File: config.mk
export PLATFORM = sky130hd
export DESIGN_NAME = nand_seq_top
export DESIGN_NICKNAME = d
export VERILOG_FILES = /design/src/rtl/nand_seq_pkg.sv /design/src/rtl/nand_step_table.sv /design/src/rtl/nand_poll_timer.sv /design/src/rtl/nand_status_decode.sv /design/src/rtl/nand_seq_top.sv
export SDC_FILE = /design/constraint.sdc
export NUM_CORES = 1
export LEC_CHECK = 0
export CAP_MARGIN = 25
export CORE_MARGIN = 4
export CORE_UTILIZATION = 51
export CTS_BUF_LIST = sky130_fd_sc_hd__clkbuf_8
export DETAILED_ROUTE_END_ITERATION = 10
export PLACE_DENSITY = 0.94
export SYNTH_ARGS = -nofsm -noshare
export SYNTH_HDL_FRONTEND = slang
export SYNTH_SLANG_ARGS = --single-unit
File: constraint.sdc
create_clock -name clk -period 4.44 [get_ports clk]
set_clock_uncertainty 0.2 [all_clocks]
set_input_delay 0.888 -clock clk [delete_from_list [all_inputs] [get_ports clk]]
set_output_delay 0.888 -clock clk [all_outputs]
set_load 0.1 [all_outputs]
File: src/rtl/nand_seq_pkg.sv
package nand_seq_pkg;

    localparam int ADDR_W = 24;
    localparam int COL_W  = 16;
    localparam int IDX_W  = 3;

    localparam logic [7:0] OP_RESET    = 8'hFF;
    localparam logic [7:0] OP_WREN     = 8'h06;
    localparam logic [7:0] OP_SETF     = 8'h1F;
    localparam logic [7:0] OP_GETF     = 8'h0F;
    localparam logic [7:0] OP_ARR_RD   = 8'h13;
    localparam logic [7:0] OP_CRD      = 8'h03;
    localparam logic [7:0] OP_CRD_FAST = 8'h0B;
    localparam logic [7:0] OP_LOAD     = 8'h02;
    localparam logic [7:0] OP_LOAD_KEEP= 8'h84;
    localparam logic [7:0] OP_COMMIT   = 8'h10;
    localparam logic [7:0] OP_ERASE    = 8'hD8;
    localparam logic [7:0] REG_LOCK    = 8'hA0;
    localparam logic [7:0] REG_CONF    = 8'hB0;
    localparam logic [7:0] REG_STAT    = 8'hC0;

    typedef enum logic [2:0] {
        REQ_RESET = 3'd0, REQ_INIT = 3'd1, REQ_READ = 3'd2,
        REQ_PROG  = 3'd3, REQ_ERASE = 3'd4
    } req_e;

    typedef enum logic [2:0] {
        ERR_NONE = 3'd0, ERR_PROG = 3'd1, ERR_ERASE = 3'd2,
        ERR_ECC  = 3'd3, ERR_TIMEOUT = 3'd4
    } err_e;

    typedef enum logic [1:0] {DIR_NONE = 2'd0, DIR_IN = 2'd1, DIR_OUT = 2'd2} dir_e;
    typedef enum logic [1:0] {K_SEND, K_POLL, K_END} kind_e;
    typedef enum logic [1:0] {A_NONE, A_ROW, A_COL, A_REG} asel_e;

    typedef struct packed {
        kind_e      kind;
        logic [7:0] op;
        asel_e      asel;
        logic [7:0] regaddr;
        logic [1:0] dummy;
        dir_e       dir;
        logic [7:0] wdata;
    } step_t;

    typedef struct packed {
        logic [7:0]        op;
        logic [ADDR_W-1:0] addr;
        logic [1:0]        alen;
        logic [1:0]        dummy;
        dir_e              dir;
        logic [7:0]        wdata;
    } desc_t;

    function automatic logic req_ok(logic [2:0] code);
        return code <= 3'd4;
    endfunction

    function automatic step_t snd(logic [7:0] op, asel_e a, logic [7:0] ra,
                                  logic [1:0] dm, dir_e d, logic [7:0] wd);
        step_t s;
        s = '{kind: K_SEND, op: op, asel: a, regaddr: ra, dummy: dm, dir: d, wdata: wd};
        return s;
    endfunction

    function automatic step_t poll_step();
        step_t s;
        s = '{kind: K_POLL, op: OP_GETF, asel: A_REG, regaddr: REG_STAT,
              dummy: 2'd0, dir: DIR_IN, wdata: 8'h00};
        return s;
    endfunction

    // Command program of each request, one step per index.
    function automatic step_t step_of(req_e r, logic [IDX_W-1:0] idx,
                                      logic fast, logic keep, logic [7:0] cfg);
        step_t s;
        s = '{kind: K_END, op: 8'h00, asel: A_NONE, regaddr: 8'h00,
              dummy: 2'd0, dir: DIR_NONE, wdata: 8'h00};
        case (r)
            REQ_RESET: case (idx)
                3'd0: s = snd(OP_RESET, A_NONE, 8'h00, 2'd0, DIR_NONE, 8'h00);
                3'd1: s = poll_step();
                default: ;
            endcase
            REQ_INIT: case (idx)
                3'd0: s = snd(OP_SETF, A_REG, REG_LOCK, 2'd0, DIR_OUT, 8'h00);
                3'd1: s = snd(OP_SETF, A_REG, REG_CONF, 2'd0, DIR_OUT, cfg);
                default: ;
            endcase
            REQ_READ: case (idx)
                3'd0: s = snd(OP_ARR_RD, A_ROW, 8'h00, 2'd0, DIR_NONE, 8'h00);
                3'd1: s = poll_step();
                3'd2: s = snd(fast ? OP_CRD_FAST : OP_CRD, A_COL, 8'h00,
                              fast ? 2'd1 : 2'd0, DIR_IN, 8'h00);
                default: ;
            endcase
            REQ_PROG: case (idx)
                3'd0: s = snd(keep ? OP_LOAD_KEEP : OP_LOAD, A_COL, 8'h00, 2'd0, DIR_OUT, 8'h00);
                3'd1: s = snd(OP_WREN, A_NONE, 8'h00, 2'd0, DIR_NONE, 8'h00);
                3'd2: s = snd(OP_COMMIT, A_ROW, 8'h00, 2'd0, DIR_NONE, 8'h00);
                3'd3: s = poll_step();
                default: ;
            endcase
            REQ_ERASE: case (idx)
                3'd0: s = snd(OP_WREN, A_NONE, 8'h00, 2'd0, DIR_NONE, 8'h00);
                3'd1: s = snd(OP_ERASE, A_ROW, 8'h00, 2'd0, DIR_NONE, 8'h00);
                3'd2: s = poll_step();
                default: ;
            endcase
            default: ;
        endcase
        return s;
    endfunction

endpackage

File: src/rtl/nand_step_table.sv
module nand_step_table
    import nand_seq_pkg::*;
#(
    parameter logic [7:0] CFG_VAL = 8'h11
) (
    input  req_e                   req,
    input  logic [IDX_W-1:0]       idx,
    input  logic                   fast,
    input  logic                   keep,
    input  logic [ADDR_W-1:0]      row,
    input  logic [COL_W-1:0]       col,
    output kind_e                  kind,
    output desc_t                  desc
);
    step_t st;

    always_comb begin
        st         = step_of(req, idx, fast, keep, CFG_VAL);
        kind       = st.kind;
        desc.op    = st.op;
        desc.dummy = st.dummy;
        desc.dir   = st.dir;
        desc.wdata = st.wdata;
        case (st.asel)
            A_ROW:   begin desc.addr = row;                            desc.alen = 2'd3; end
            A_COL:   begin desc.addr = {{(ADDR_W-COL_W){1'b0}}, col};  desc.alen = 2'd2; end
            A_REG:   begin desc.addr = {{(ADDR_W-8){1'b0}}, st.regaddr}; desc.alen = 2'd1; end
            default: begin desc.addr = '0;                             desc.alen = 2'd0; end
        endcase
    end
endmodule

File: src/rtl/nand_poll_timer.sv
module nand_poll_timer #(
    parameter int W = 16
) (
    input  logic         clk,
    input  logic         rst,
    input  logic         clr,
    input  logic         inc,
    input  logic [W-1:0] limit,
    output logic         expired
);
    logic [W-1:0] cnt;

    always_ff @(posedge clk) begin
        if (rst || clr) cnt <= '0;
        else if (inc)   cnt <= cnt + 1'b1;
    end

    // The busy reading now being handled is number cnt+1.
    assign expired = ({1'b0, cnt} + (W+1)'(1)) >= {1'b0, limit};
endmodule

File: src/rtl/nand_status_decode.sv
module nand_status_decode
    import nand_seq_pkg::*;
(
    input  req_e       req,
    input  logic [7:0] status,
    output logic       dev_busy,
    output err_e       err,
    output logic [1:0] ecc
);
    always_comb begin
        dev_busy = status[0];
        ecc      = (req == REQ_READ) ? status[5:4] : 2'b00;
        err      = ERR_NONE;
        if (req == REQ_PROG && status[3])                 err = ERR_PROG;
        else if (req == REQ_ERASE && status[2])           err = ERR_ERASE;
        else if (req == REQ_READ && status[5:4] == 2'b10) err = ERR_ECC;
    end
endmodule

File: src/rtl/nand_seq_top.sv
module nand_seq_top
    import nand_seq_pkg::*;
#(
    parameter int TMO_W   = 16,
    parameter bit QUAD_EN = 1'b1
) (
    input  logic              clk,
    input  logic              rst,
    input  logic              start,
    input  logic [2:0]        req_code,
    input  logic [23:0]       row_addr,
    input  logic [15:0]       col_addr,
    input  logic              fast_read,
    input  logic              keep_cache,
    input  logic [TMO_W-1:0]  poll_limit,
    output logic              desc_valid,
    input  logic              desc_ready,
    output logic [7:0]        desc_opcode,
    output logic [23:0]       desc_addr,
    output logic [1:0]        desc_alen,
    output logic [1:0]        desc_dummy,
    output logic [1:0]        desc_dir,
    output logic [7:0]        desc_wdata,
    input  logic              rsp_valid,
    input  logic [7:0]        rsp_data,
    output logic              busy,
    output logic              done,
    output logic [2:0]        err_code,
    output logic [1:0]        ecc_result
);
    localparam logic [7:0] CFG_VAL = 8'h10 | {7'd0, QUAD_EN};

    typedef enum logic [1:0] {S_IDLE, S_ISSUE, S_WAIT, S_DONE} state_e;

    state_e              state;
    req_e                req_q;
    logic [ADDR_W-1:0]   row_q;
    logic [COL_W-1:0]    col_q;
    logic                fast_q, keep_q;
    logic [TMO_W-1:0]    lim_q;
    logic [IDX_W-1:0]    idx;
    err_e                err_q;
    logic [1:0]          ecc_q;

    kind_e               kind;
    desc_t               cur;
    logic                dev_busy, expired;
    err_e                dec_err;
    logic [1:0]          dec_ecc;
    logic                t_clr, t_inc;

    nand_step_table #(.CFG_VAL(CFG_VAL)) u_table (
        .req(req_q), .idx(idx), .fast(fast_q), .keep(keep_q),
        .row(row_q), .col(col_q), .kind(kind), .desc(cur)
    );

    nand_status_decode u_dec (
        .req(req_q), .status(rsp_data), .dev_busy(dev_busy),
        .err(dec_err), .ecc(dec_ecc)
    );

    nand_poll_timer #(.W(TMO_W)) u_timer (
        .clk(clk), .rst(rst), .clr(t_clr), .inc(t_inc),
        .limit(lim_q), .expired(expired)
    );

    wire poll_rsp = (state == S_WAIT) && rsp_valid && (kind == K_POLL);
    assign t_inc = poll_rsp && dev_busy && !expired;
    assign t_clr = (state == S_IDLE) || (poll_rsp && !dev_busy);

    always_ff @(posedge clk) begin
        if (rst) begin
            state  <= S_IDLE;
            req_q  <= REQ_RESET;
            row_q  <= '0;
            col_q  <= '0;
            fast_q <= 1'b0;
            keep_q <= 1'b0;
            lim_q  <= '0;
            idx    <= '0;
            err_q  <= ERR_NONE;
            ecc_q  <= 2'b00;
        end else begin
            case (state)
                S_IDLE: if (start && req_ok(req_code)) begin
                    req_q  <= req_e'(req_code);
                    row_q  <= row_addr;
                    col_q  <= col_addr;
                    fast_q <= fast_read;
                    keep_q <= keep_cache;
                    lim_q  <= poll_limit;
                    idx    <= '0;
                    err_q  <= ERR_NONE;
                    ecc_q  <= 2'b00;
                    state  <= S_ISSUE;
                end
                S_ISSUE: begin
                    if (kind == K_END)   state <= S_DONE;
                    else if (desc_ready) state <= S_WAIT;
                end
                S_WAIT: if (rsp_valid) begin
                    if (kind == K_POLL) begin
                        if (dev_busy) begin
                            if (expired) begin
                                err_q <= ERR_TIMEOUT;
                                state <= S_DONE;
                            end else begin
                                state <= S_ISSUE;
                            end
                        end else begin
                            ecc_q <= dec_ecc;
                            if (dec_err != ERR_NONE) begin
                                err_q <= dec_err;
                                state <= S_DONE;
                            end else begin
                                idx   <= idx + 1'b1;
                                state <= S_ISSUE;
                            end
                        end
                    end else begin
                        idx   <= idx + 1'b1;
                        state <= S_ISSUE;
                    end
                end
                default: state <= S_IDLE;
            endcase
        end
    end

    assign desc_valid  = (state == S_ISSUE) && (kind != K_END);
    assign desc_opcode = cur.op;
    assign desc_addr   = cur.addr;
    assign desc_alen   = cur.alen;
    assign desc_dummy  = cur.dummy;
    assign desc_dir    = cur.dir;
    assign desc_wdata  = cur.wdata;
    assign busy        = (state != S_IDLE);
    assign done        = (state == S_DONE);
    assign err_code    = done ? err_q : ERR_NONE;
    assign ecc_result  = done ? ecc_q : 2'b00;
endmodule

After elaboration in Yosys (flattened, before gate mapping)

Cells that the tools add are included.

Add/sub/neg operators: 3
Multipliers: 0
Divide/modulo/power cells: 0
$lt $le $gt $ge: 2
Equal/unequal tests: 26
Shift operators: 0
Mux-type cells: 42
Bitwise gates (word level): 0
Reduce and logical (&&, ||, !) cells: 25

Operators by type and width:

| cell                                           | number |
|---|---|
| case mux 32 bit (3 select lines)               | 2 |
| case mux 32 bit (5 select lines)               | 1 |
| case mux 32 bit (2 select lines)               | 2 |
| case mux 32 bit (4 select lines)               | 1 |
| case mux 26 bit (3 select lines)               | 1 |
| 2-to-1 mux 3 bit                               | 13 |
| 2-to-1 mux 2 bit                               | 15 |
| adder 16 x 1 -> 17 bit (second input constant) | 1 |
| >= comparator 17 x 16 -> 1 bit                 | 1 |
| adder 16 x 1 -> 16 bit (second input constant) | 1 |
| == test 2 bit (second input constant)          | 6 |
| == test 3 x 2 -> 1 bit (second input constant) | 4 |
| inequality test 3 bit (second input constant)  | 4 |
| case mux 3 bit (2 select lines)                | 2 |
| logical AND 1 bit                              | 10 |
| AND reduction 5 bit                            | 2 |
| 2-to-1 mux 8 bit                               | 1 |
| == test 2 x 1 -> 1 bit (second input constant) | 3 |
| == test 3 x 1 -> 1 bit (second input constant) | 2 |
| zero test 3 bit                                | 2 |
| inequality test 2 bit (second input constant)  | 3 |
| case mux 2 bit (3 select lines)                | 1 |
| AND reduction 6 bit                            | 1 |
| 2-to-1 mux 4 bit                               | 1 |
| 14 further kinds                               | 18 |

Register bits: 87
Latch bits: 0
RAM bits: 0
Bits in read-only memories: 0
Output and inout port bits: 54
Logic and storage cells: 109
Memories: 0

Depth between registers and ports, before layout

Gate-level depths: netlist (run 1).

Word-level depth: 11
Mapped depth: 16
Depth with buffers taken out: 14

By module

Synthesis (run 1) repeated with hierarchy kept, for this count alone.

Cells, all modules: 685
Area, all modules: 5133.7 µm²

Modules (own cells, without submodules):

| module             | instances | cells each | area an instance (µm²) | sequential area each (µm²) |
|---|---|---|---|---|
| nand_seq_top       | 1         | 348        | 2742.6                 | 1421.4 |
| nand_poll_timer    | 1         | 175        | 1386.3                 | 320.3 |
| nand_step_table    | 1         | 150        | 923.4                  | 0.0 |
| nand_status_decode | 1         | 12         | 81.3                   | 0.0 |

Worst setup path before layout (run 1)

No wires, ideal clock.

Kind: flip-flop to output port
Start point: reg idx[0]
End point: out desc_addr[0]
Data arrival time: 5.792 ns
Slack: -2.440 ns
Stages on the path, launching flop included: 16
Path buffers: 3
Cells stage by stage: dfxtp_1 inv_1 ha_1 nor2b_1 clkbuf_1 nand2_1 a21oi_1 a31oi_1 o21ai_0 nor2_1 inv_1 ha_1 clkbuf_1 clkbuf_1 a22oi_1 nor2_1

Word-level cells in the longest chain between the ends: 5

RTL lines:

| what                                                           | RTL line              | RTL |
|---|---|---|
| start: declaration                                             | nand_seq_top.sv:41    | `logic [IDX_W-1:0] idx;` |
| start signal: assignment                                       | nand_seq_top.sv:116   | `idx <= idx + 1'b1;` |
| start signal: assignment                                       | nand_seq_top.sv:121   | `idx <= idx + 1'b1;` |
| == test 3 x 2 -> 1 bit, or another cell as far along           | nand_seq_pkg.sv:97    | `REQ_PROG: case (idx)` |
| case mux 32 bit (4 select lines), or another cell as far along | nand_seq_pkg.sv:97    |  |
| case mux 32 bit (5 select lines) (*)                           | nand_seq_pkg.sv:79    | `case (r)` |
| == test 2 bit / == test 2 x 1 -> 1 bit (equally long branches) | nand_step_table.sv:24 | `case (st.asel)` |
| case mux 26 bit (3 select lines) (*)                           | nand_step_table.sv:24 |  |
| end: declaration                                               | nand_seq_top.sv:19    | `output logic [23:0] desc_addr,` |

Every way passes the cells marked *; elsewhere a longest branch is shown, timed or not.

Worst setup path after layout (run 1)

Start point: reg idx[0]
End point: out desc_addr[6]

Same word-level chain as after synthesis.

==> reports/qor_table.md, run 1 <==
| Quantity | Reported |
|---|---|
| Remaining routing DRC violations | 0 |
| Number of buffers on the longest clock path | 2 |
| I/O pin total | 128 |
| Post-synthesis instance total | 667 |
| Latest clock arrival within the worst-skew pair | 0.36 ns |
| Type of element launching the critical path | register |
| Delay of the slowest cell on the worst path | 0.56 ns |
| Global-route wire length before repair | 22700 um |
| Number of cells traversed by the worst register-to-register path | 15 |
| Fin Hold WS | 0.260 ns |
| Cells traversed along the worst timing path | inv_1 -> ha_1 -> nor2b_4 -> nand2_1 -> a21oi_1 -> a31oi_1 -> o21ai_4 -> nor2_2 -> inv_1 -> ha_4 -> a222oi_1 -> nor2_4 -> buf_12 |
| Arrival time of the worst setup path | 3.17 ns |
| Most repeated library cell on the critical path | inv_1 |
| Peak supply drop | 0.251 mV |
| Floorplan die area | 11300 um2 |
| Clk pin slew, worst setup/hold paths | 0.09 ns |
| Slew at the pin closest to its max-slew limit | 0.983 ns |
| Setup repair bufs after CTS | 0 |
| RSZ-0062 raised after global routing | false |
| Pin count of the biggest net entering global routing | 75 |
| Placed instance count | 883 |
| IO Port Bufs | 117 |
| Post-synthesis async set-or-reset flop share | 0% |
| Average wire length per cell after detail routing | 15.8 um |
| Status | finished clean |
| Final Power | 2.20 mW |
| Commonest non-fill, non-tap cell in the layout | nand2_1 |
| Post-Layout Cell Count | 899 |
| Number of cells on the worst hold path | 2 |
| Vias in the first global route | 4819 |
| Horiz. Die Dim | 106 um |
| Req. time, crit path | 3.35 ns |
| Final wirelength | 14200 um |
| Area delta synth->final | 36.8% |
| Placer congestion estimate | 0.915 |
| Type of destination of the critical path | primary output |
| Top FF cell, synth | dfxtp_1 |
| Most frequent cells in the layout | nand2_1 (159), dfxtp_1 (86), a21oi_1 (77), clkdlybuf4s50_1 (77) |
| Cts bufs inserted | 9 |
| Worst Path Max Fanout | 16 |
| TritonCTS clock tree | built |
| Sum of net half-perimeters after detailed placement | 10200 um |
| Category of the critical setup timing path | reg -> out |
| Final period util | 95.9% |
| Final Hold Viols | 0 |
| Detailed Route Iter0 Violations | 408 |
| Post-synth EDFFs | 0 |
| Per-cell via count in the routed design | 5.67 |
| Height of the die | 106 um |
| Number of synthesis warnings | 0 |
| Number of core rows | 35 |
| Utilization of the core after routing | 72.1% |
| Minimum period implied by the final worst setup slack | 4.26 ns |
| Area of the core | 9330 um2 |
| Post-synth design cell area | 4920 um2 |
| Starting utilization of the core area | 52.7% |
| Hold buffers post-CTS | 0 |
| Clock Root Buffer | clkbuf_8 |
| Total iterations of the first detailed-routing run | 5 |
| Layout net count | 865 |
| Average footprint of a synthesized cell | 7.37 um2 |
| Power density normalized to cell area | 328 nW/um2 |
| Worst slack after detailed placement | 0.236 ns |
| # clock sinks | 87 |
| Residual overflow from global routing | 0 |
| Highest clock frequency the design can meet | 0.235 GHz |
| Number of antenna violations at the first check in global routing | 0 |
| Type of the most critical hold path | reg -> reg |
| Final ANT Viol Nets | 0 |
| Synthesis-stage register bit count | 87 |
| Leakage Power | 2.54 nW |
| Number of levels in the clock H-tree | 3 |
| CP max stage cell | a222oi_1 |
| Ant. Diodes | 0 |
| Relative slew margins | 34.3% |
| Count of max-cap constraint violations | 0 |
| Total routing resource utilization after global routing | 24.5% |
| Fin worst setup slack | 0.184 ns |
| Final-report setup violation count | 0 |
| Via count of the routed design | 5094 |
| Distinct cell type count after synthesis | 58 |
| Post-synthesis sequential area ratio | 35.4% |
| Max-slew violation count | 0 |
| Fraction of final layout cells with drive strength greater than 1 | 14.0% |
-- state kept, by name, indices dropped and copies added, names as in the netlist --
name,flops
lim_q,16
state,2
col_q,16
req_q,3
idx,3
ecc_q,2
u_timer.cnt,16
err_q,3
keep_q,1
fast_q,1
row_q,24
-- final timing paths --
kind             startpoint              end  slack [ns]
max                  idx[0]     desc_addr[6]        0.18
min                lim_q[3]         lim_q[3]        0.26
max reg2reg  u_timer.cnt[0]  u_timer.cnt[12]        0.23
min reg2reg        lim_q[3]         lim_q[3]        0.26
-- kinds of logic after synthesis --
group	Yosys count	synth area share (%)
AO/OA/AOI/OAI	143	17.6
XOR/XNOR	23	4.10
adder cells (fa/ha/maj)	26	6.62
buffers and inverters	82	7.13
flip-flops	87	35.4
multiplexers	3	0.611
other	1	0.0763
AND/OR/NAND/NOR	302	28.4
-- what timing repair did --
action | 4_1_cts | 5_1_grt
setup endpoints to repair | 16 | 12
pin swaps | 1 | 1
gates resized for setup | 2 | 7
-- synthesized netlist by cell type, types with 8 or more instances --
master	count	area (um2)
a21oi_1	78	390
a22oi_1	16	120
and2_1	9	56.3
and3_1	14	87.6
buf_4	8	60.1
clkbuf_1	34	128
dfxtp_1	87	1740
ha_1	26	325
inv_1	35	131
nand2_1	159	597
nand3_1	13	65.1
nor2_1	52	195
nor3_1	13	65.1
o21ai_0	18	90.1
xnor2_1	18	158
-- critical path: cells and delay by family (launching register included) --
| kind | cells | cell delay [ns] |
|---|---|---|
| AO/OA/AOI/OAI | 4 | 1.00 |
| adder cells (fa/ha/maj) | 2 | 0.47 |
| buffers and inverters | 3 | 0.38 |
| flip-flops | 1 | 0.40 |
| AND/OR/NAND/NOR | 4 | 0.54 |
-- per-layer routing --
layer	up-vias	GRT usage (%)	share of wire, %
li1	2430	-	-
met1	2410	27.7	38
met2	212	44.6	52
met3	42	5.10	6.4
met4	0	9.62	3.3
met5	-	0	0
-- power by group --
part	total (mW)	switching (mW)	internal, mW
clock network	0.539	0.323	0.217
registers	0.873	0.0433	0.829
logic	0.791	0.557	0.234
total	2.20	0.923	1.28
-- through the flow --
step,setup TNS (ns),instance area [um2]
finish,0,6720
global route,0,6720
CTS,0,6690
detailed placement,0,6500
global placement,0,6500
floorplan,-0.757,5080
-- final cells by class --
type	instances	area, um2
multi-input cells	504	3030
fillers	685	2610
flip-flops and latches	87	1740
repair buffers	128	1460
well taps	129	161
inverters	35	131
clock buffers	9	124
clock inverters	7	65.1
(Power assumes the default switching activity.)
==> run 2, diff against run 1 <==
--- a/config.mk
+++ b/config.mk
@@ -6,11 +6,11 @@
 export NUM_CORES = 1
 export LEC_CHECK = 0
 export CAP_MARGIN = 25
-export CORE_MARGIN = 4
-export CORE_UTILIZATION = 51
+export CORE_MARGIN = 1
+export CORE_UTILIZATION = 50
 export CTS_BUF_LIST = sky130_fd_sc_hd__clkbuf_8
 export DETAILED_ROUTE_END_ITERATION = 10
-export PLACE_DENSITY = 0.94
+export PLACE_DENSITY = 0.93
 export SYNTH_ARGS = -nofsm -noshare
 export SYNTH_HDL_FRONTEND = slang
 export SYNTH_SLANG_ARGS = --single-unit
==> run 2 against run 1 <==
  * Setup slack lost 0.057 ns
  * Critical endpoint unchanged
  * Global-route usage grew 3.9 points
  * Clock power grew 9.8%
  * Die area shrank 9.2%
  * Worst hold slack lost 0.0017 ns
==> reports/qor_table.md, run 2 (synthesis results as in run 1) <==
| Quantity | Reported | Change |
|---|---|---|
| Status | finished clean |  |
| Cells traversed along the worst timing path | inv_1 -> ha_1 -> nor2b_1 -> nand2_1 -> a21oi_1 -> a31oi_2 -> o21ai_4 -> nor2_2 -> inv_1 -> ha_2 -> a222oi_1 -> nor2_4 -> buf_12 |  |
| Floorplan die area | 10200 um2 | -9.2% |
| Critical path capture point | desc_addr[6] |  |
| Most frequent cells in the layout | nand2_1 (159), dfxtp_1 (85), a21oi_1 (77), clkdlybuf4s50_1 (77) |  |
| Number of antenna violations at the first check in global routing | 0 | unchanged |
| Arrival time of the worst setup path | 3.22 ns | +0.05 ns |
| Type of the most critical hold path | reg -> reg |  |
| Sum of net half-perimeters after detailed placement | 9950 um | -2.8% |
| Type of element launching the critical path | register |  |
| CP max stage cell | a222oi_1 |  |
| Category of the critical setup timing path | reg -> out |  |
| Detailed Route Iter0 Violations | 292 | -28% |
| Via count of the routed design | 5023 | -1.4% |
| Clock Root Buffer | clkbuf_8 |  |
| Clk pin slew, worst setup/hold paths | 0.10 ns | about the same |
| Final wirelength | 13900 um | -2.1% |
| Peak supply drop | 0.225 mV | -10% |
| Number of buffers on the longest clock path | 2 | unchanged |
| Leakage Power | 2.55 nW | +0.42% |
| Minimum period implied by the final worst setup slack | 4.31 ns | +0.0568 ns |
| Source of the worst register-to-register timing path | u_timer.cnt[0] |  |
| Final period util | 97.1% | +1.3 points |
| Total iterations of the first detailed-routing run | 5 | unchanged |
| CP top delay family | compound AO/OA/AOI/OAI gates |  |
| Worst Path Max Fanout | 16 | unchanged |
| Global-route wire length before repair | 23000 um | +1.4% |
| Vias in the first global route | 4966 | +3.1% |
| Latest clock arrival within the worst-skew pair | 0.36 ns | about the same |
| Layout net count | 864 | -0.12% |
| Relative slew margins | 34.9% | +0.59 points |
| Area of the core | 9370 um2 | +0.47% |
| Ant. Diodes | 0 | unchanged |
| Final Power | 2.24 mW | +1.8% |
| Starting utilization of the core area | 52.5% | -0.25 points |
| Start point of the critical path | idx[0] |  |
| Pin count of the biggest net entering global routing | 75 | unchanged |
| Horiz. Die Dim | 101 um | -4.7% |
| CP Depth | 13 | unchanged |
| Final Hold Viols | 0 | unchanged |
| Placer congestion estimate | 0.921 | +0.63% |
| Most repeated library cell on the critical path | inv_1 |  |
| Power density normalized to cell area | 334 nW/um2 | +1.9% |
| # clock sinks | 87 | unchanged |
| Per-cell via count in the routed design | 5.59 | -1.3% |
| Slew at the pin closest to its max-slew limit | 0.974 ns | -0.00877 ns |
| Register-to-Register Setup Slack | 0.43 ns | +0.20 ns |
| FF-to-FF End | u_timer.cnt[10] |  |
| Count of max-cap constraint violations | 0 | unchanged |
| Fraction of final layout cells with drive strength greater than 1 | 14.0% | +0.018 points |
| Type of destination of the critical path | primary output |  |
| Utilization of the core after routing | 71.6% | -0.44 points |
| Final ANT Viol Nets | 0 | unchanged |
| Average wire length per cell after detail routing | 15.5 um | -2.0% |
| Height of the die | 101 um | -4.7% |
| Crit path buffers/inverters | 3 | unchanged |
| Delay of the slowest cell on the worst path | 0.60 ns | +0.04 ns |
| Area of the multi-input gates | 3020 um2 | -0.54% |
| Req. time, crit path | 3.35 ns | about the same |
| Filler Cell Count | 708 | +3.4% |
| Area delta synth->final | 36.5% |  |
| Commonest non-fill, non-tap cell in the layout | nand2_1 |  |
| Number of cells traversed by the worst register-to-register path | 15 | unchanged |
| TritonCTS clock tree | built |  |
| Final-report setup violation count | 0 | unchanged |
| Register ranked first by flip-flop count | row_q |  |
| Max-slew violation count | 0 | unchanged |
| I/O pin total | 128 | unchanged |
| Residual overflow from global routing | 0 | unchanged |
| Number of flip-flops in the largest register | 24 | unchanged |
| Total routing resource utilization after global routing | 28.3% | +3.9 points |
| Highest clock frequency the design can meet | 0.232 GHz | -1.3% |
| IO Port Bufs | 117 | unchanged |
| RSZ-0062 raised after global routing | true |  |
| Number of core rows | 35 | unchanged |
| Cts bufs inserted | 9 | unchanged |
| Area taken by flip-flops and latches | 1740 um2 | about the same |
| Number of levels in the clock H-tree | 3 | unchanged |
| Remaining routing DRC violations | 0 | unchanged |
[run 2: metrics by stage]
stage	std cells	area [um2]	setup slack, ns	hold slack (ns)	setup TNS, ns
after global routing	898	6710	-0.0537	0.275	-0.0546
after global placement	882	6480	0.451	0.238	0
after CTS	898	6690	0.0616	0.260	0
after detailed placement	882	6480	0.294	0.247	0
after floorplan	673	5080	-0.0851	0.225	-0.757
final	898	6710	0.127	0.259	0
[run 2: worst min path at each step]
stage          cells after the start  slack, ns   endpoint  startpoint
6_report                           2       0.26  row_q[21]   row_q[21]
5_1_grt                            2       0.28   col_q[3]    col_q[3]
4_1_cts                            2       0.26  row_q[12]   row_q[12]
3_5_place_dp                       2       0.25  row_q[12]   row_q[12]
3_3_place_gp                       2       0.24  row_q[18]   row_q[18]
2_1_floorplan                      2       0.22   err_q[2]    err_q[2]
[run 2: final cells by class]
type                    count  area share, %
repair buffers            127           21.6
flip-flops and latches     87           26.0
clock inverters             7           1.29
inverters                  35           1.96
multi-input cells         504           45.0
clock buffers               9           1.85
well taps                 129           2.40
[run 2: metal layers]
metal  up-vias  share of wire, %  track usage, %  wire, um
li1       2434                 -               -         -
met1      2341                38            31.6      5330
met2       202                52            52.1      7220
met3        46               6.0            6.00       830
met4         0               3.9            11.7       544
met5         -                 0               0         0
[run 2: worst min-delay path: stages (launching register included)]
cell and delay (ns):
dfxtp_1 0.32, nand2_1 0.05, a21oi_1 0.05
[run 2: power by group]
part | switching (mW) | internal [mW]
Combinational | 0.552 | 0.225
Sequential | 0.0435 | 0.830
Clock | 0.318 | 0.274
[run 2: repair_timing]
item / in CTS / in global routing
pin swaps: 1 / 2
hold buffers: 0 / 0
buffers inserted: 0 / 0
gates resized for setup: 1 / 7
setup endpoints to repair: 3 / 13
==> run 3, diff against run 2 <==
--- a/config.mk
+++ b/config.mk
@@ -6,11 +6,12 @@
 export NUM_CORES = 1
 export LEC_CHECK = 0
 export CAP_MARGIN = 25
+export CORE_ASPECT_RATIO = 1.2
 export CORE_MARGIN = 1
-export CORE_UTILIZATION = 50
+export CORE_UTILIZATION = 40
 export CTS_BUF_LIST = sky130_fd_sc_hd__clkbuf_8
 export DETAILED_ROUTE_END_ITERATION = 10
-export PLACE_DENSITY = 0.93
+export PLACE_DENSITY = 0.79
 export SYNTH_ARGS = -nofsm -noshare
 export SYNTH_HDL_FRONTEND = slang
 export SYNTH_SLANG_ARGS = --single-unit
==> run 3 against run 2 <==
  * Non-clock buffer count increased by 2
  * Worst hold slack got worse by 0.0021 ns
  * Die area increased by 24%
  * Setup slack improved by 0.088 ns
  * Flip-flop and latch count unchanged
  * Maximum frequency increased by 2.1%
  * Via count decreased by 4.7%
  * Largest power group unchanged
==> reports/qor_table.md, run 3 (synthesis results as in run 1) <==
| Quantity | Reported | Change |
|---|---|---|
| TritonCTS clock tree | built |  |
| Average wire length per cell after detail routing | 13.9 um | -10% |
| Sum of net half-perimeters after detailed placement | 9420 um | -5.4% |
| Source of the worst register-to-register timing path | u_timer.cnt[0] |  |
| Starting utilization of the core area | 40.8% | -12 points |
| Layout net count | 866 | +0.23% |
| Clock Root Buffer | clkbuf_8 |  |
| Horiz. Die Dim | 103 um | +2.0% |
| Power dissipated by switching net loads | 885 uW | -3.2% |
| Via count of the routed design | 4785 | -4.7% |
| Detailed Route Iter0 Violations | 279 | -4.5% |
| Height of the die | 123 um | +22% |
| Minimum period implied by the final worst setup slack | 4.22 ns | -0.0884 ns |
| Most frequent cells in the layout | nand2_1 (159), dfxtp_1 (86), a21oi_1 (77), clkdlybuf4s50_1 (77), inv_1 (36) |  |
| Final wirelength | 12900 um | -7.1% |
| I/O pin total | 128 | unchanged |
| Start point of the critical path | idx[0] |  |
| Area of the core | 12100 um2 | +29% |
| Global-route wire length before repair | 21500 um | -6.7% |
| Combinational share of power | 33.7% | -1.0 points |
| Routed wl met2 | 6500 um | -9.9% |
| Area taken by flip-flops and latches | 1740 um2 | about the same |
| Final Hold Viols | 0 | unchanged |
| Seq pwr share | 38.2% | -0.7 points |
| Total iterations of the first detailed-routing run | 5 | unchanged |
| IO Port Bufs | 117 | unchanged |
| Category of the critical setup timing path | reg -> out |  |
| Cell internal power dissipation | 1.39 mW | +4.5% |
| Per-cell via count in the routed design | 5.13 | -8.2% |
| Peak supply drop | 0.206 mV | -8.5% |
| Final period util | 95.1% | -2.0 points |
| Pin count of the biggest net entering global routing | 62 | -17% |
| Number of levels in the clock H-tree | 3 | unchanged |
| Type of element launching the critical path | register |  |
| Area delta synth->final | 38.1% |  |
| Total length of routed met3 wires | 573 um | -31% |
| Register ranked first by flip-flop count | row_q |  |
| Placed instance count | 916 | +3.9% |
| Utilization of the core after routing | 56.3% | -15 points |
| Arrival time of the worst setup path | 3.14 ns | -0.08 ns |
| RSZ-0062 raised after global routing | false |  |
| Type of destination of the critical path | primary output |  |
| Worst Path Max Fanout | 16 | unchanged |
| Number of flip-flops in the largest register | 24 | unchanged |
| Area of the multi-input gates | 3030 um2 | +0.25% |
| Switching Share | 38.9% | -1.8 points |
| # clock sinks | 87 | unchanged |
| Final-report setup violation count | 0 | unchanged |
| Total routing resource utilization after global routing | 21.6% | -6.7 points |
| Number of antenna violations at the first check in global routing | 0 | unchanged |
| Number of core rows | 44 | +26% |
| Commonest non-fill, non-tap cell in the layout | nand2_1 |  |
| Hold_sp | row_q[18] |  |
| Fraction of final layout cells with drive strength greater than 1 | 14.1% | +0.093 points |
| Final ANT Viol Nets | 0 | unchanged |
| Highest clock frequency the design can meet | 0.237 GHz | +2.1% |
| Type of the most critical hold path | reg -> reg |  |
| Length of routed wiring on met1 | 5500 um | +3.2% |
| Cts bufs inserted | 9 | unchanged |
| Count of max-cap constraint violations | 0 | unchanged |
| Latest clock arrival within the worst-skew pair | 0.37 ns | about the same |
| Placer congestion estimate | 0.919 | -0.22% |
| Max-slew violation count | 0 | unchanged |
| Remaining routing DRC violations | 0 | unchanged |
| Share of power burned in the clock network | 28.1% | +1.7 points |
| Status | finished clean |  |
| Floorplan die area | 12700 um2 | +24% |
| Leakage Power | 2.58 nW | +1.3% |
| Power density normalized to cell area | 335 nW/um2 | +0.26% |
| Max layer used | met4 |  |
| Number of buffers on the longest clock path | 2 | unchanged |
| Relative slew margins | 35.2% | +0.29 points |
| Filler Cell Count | 1096 | +55% |
| Clk pin slew, worst setup/hold paths | 0.09 ns | about the same |
| Ant. Diodes | 0 | unchanged |
| Vias in the first global route | 4673 | -5.9% |
| Slew at the pin closest to its max-slew limit | 0.970 ns | -0.00433 ns |
| Residual overflow from global routing | 0 | unchanged |
| Req. time, crit path | 3.35 ns | about the same |
| Post-Layout Cell Count | 932 | +3.8% |
run 3: power groups by stage:
stage          clock network (mW)  logic [mW]  registers, mW
6_report                    0.639       0.765          0.869
4_1_cts                     0.654       0.767          0.869
3_3_place_gp                    0       0.757          0.884
2_1_floorplan                   0       0.571          0.867
3_5_place_dp                    0       0.765          0.887
5_1_grt                     0.692       0.824          0.877
run 3: path summary, 6_finish.rpt:
kind / end / slack (ns) / cells after the start
worst max-delay path: desc_addr[4] / 0.22 / 14
worst min-delay path: row_q[18] / 0.26 / 2
worst max register to register: u_timer.cnt[9] / 0.39 / 16
worst min register to register: row_q[18] / 0.26 / 2
run 3: cell type report:
cell class | instances | area share, %
flip-flops and latches | 87 | 25.7
multi-input cells | 504 | 44.6
repair buffers | 129 | 21.5
well taps | 161 | 2.97
clock buffers | 10 | 2.03
inverters | 35 | 1.94
clock inverters | 6 | 1.33
run 3: metal layers:
metal	vias up	track usage, %
li1	2436	-
met1	2175	25.0
met3	29	3.62
met2	145	38.0
met4	0	10.7
met5	-	0
run 3: worst max-delay path, stage by stage (launching register included):
cell and delay [ns]:
dfxtp_1 0.41, inv_1 0.08, ha_1 0.21, nor2b_2 0.18
nand2_1 0.12, a21oi_1 0.09, a31oi_2 0.22, o21ai_4 0.08
nor2_2 0.13, inv_1 0.08, ha_1 0.18, buf_4 0.20
a222oi_1 0.52, nor2_4 0.08, buf_12 0.18
run 3: per-stage QoR:
stage / setup TNS [ns] / power [mW] / hold WS, ns / setup slack (ns) / area [um2]
after floorplan: -0.757 / 1.44 / 0.225 / -0.0851 / 5080
after global routing: 0 / 2.39 / 0.274 / 0.00327 / 6790
after detailed placement: 0 / 1.65 / 0.245 / 0.461 / 6540
after CTS: 0 / 2.29 / 0.257 / 0.0586 / 6760
final: 0 / 2.27 / 0.256 / 0.216 / 6790
after global placement: 0 / 1.64 / 0.238 / 0.561 / 6540
run 3: what timing repair did:
item	in CTS	in global routing
endpoints found under the setup margin	0	3
gates resized for setup	0	8
hold buffers	0	0
setup buffers	0	0
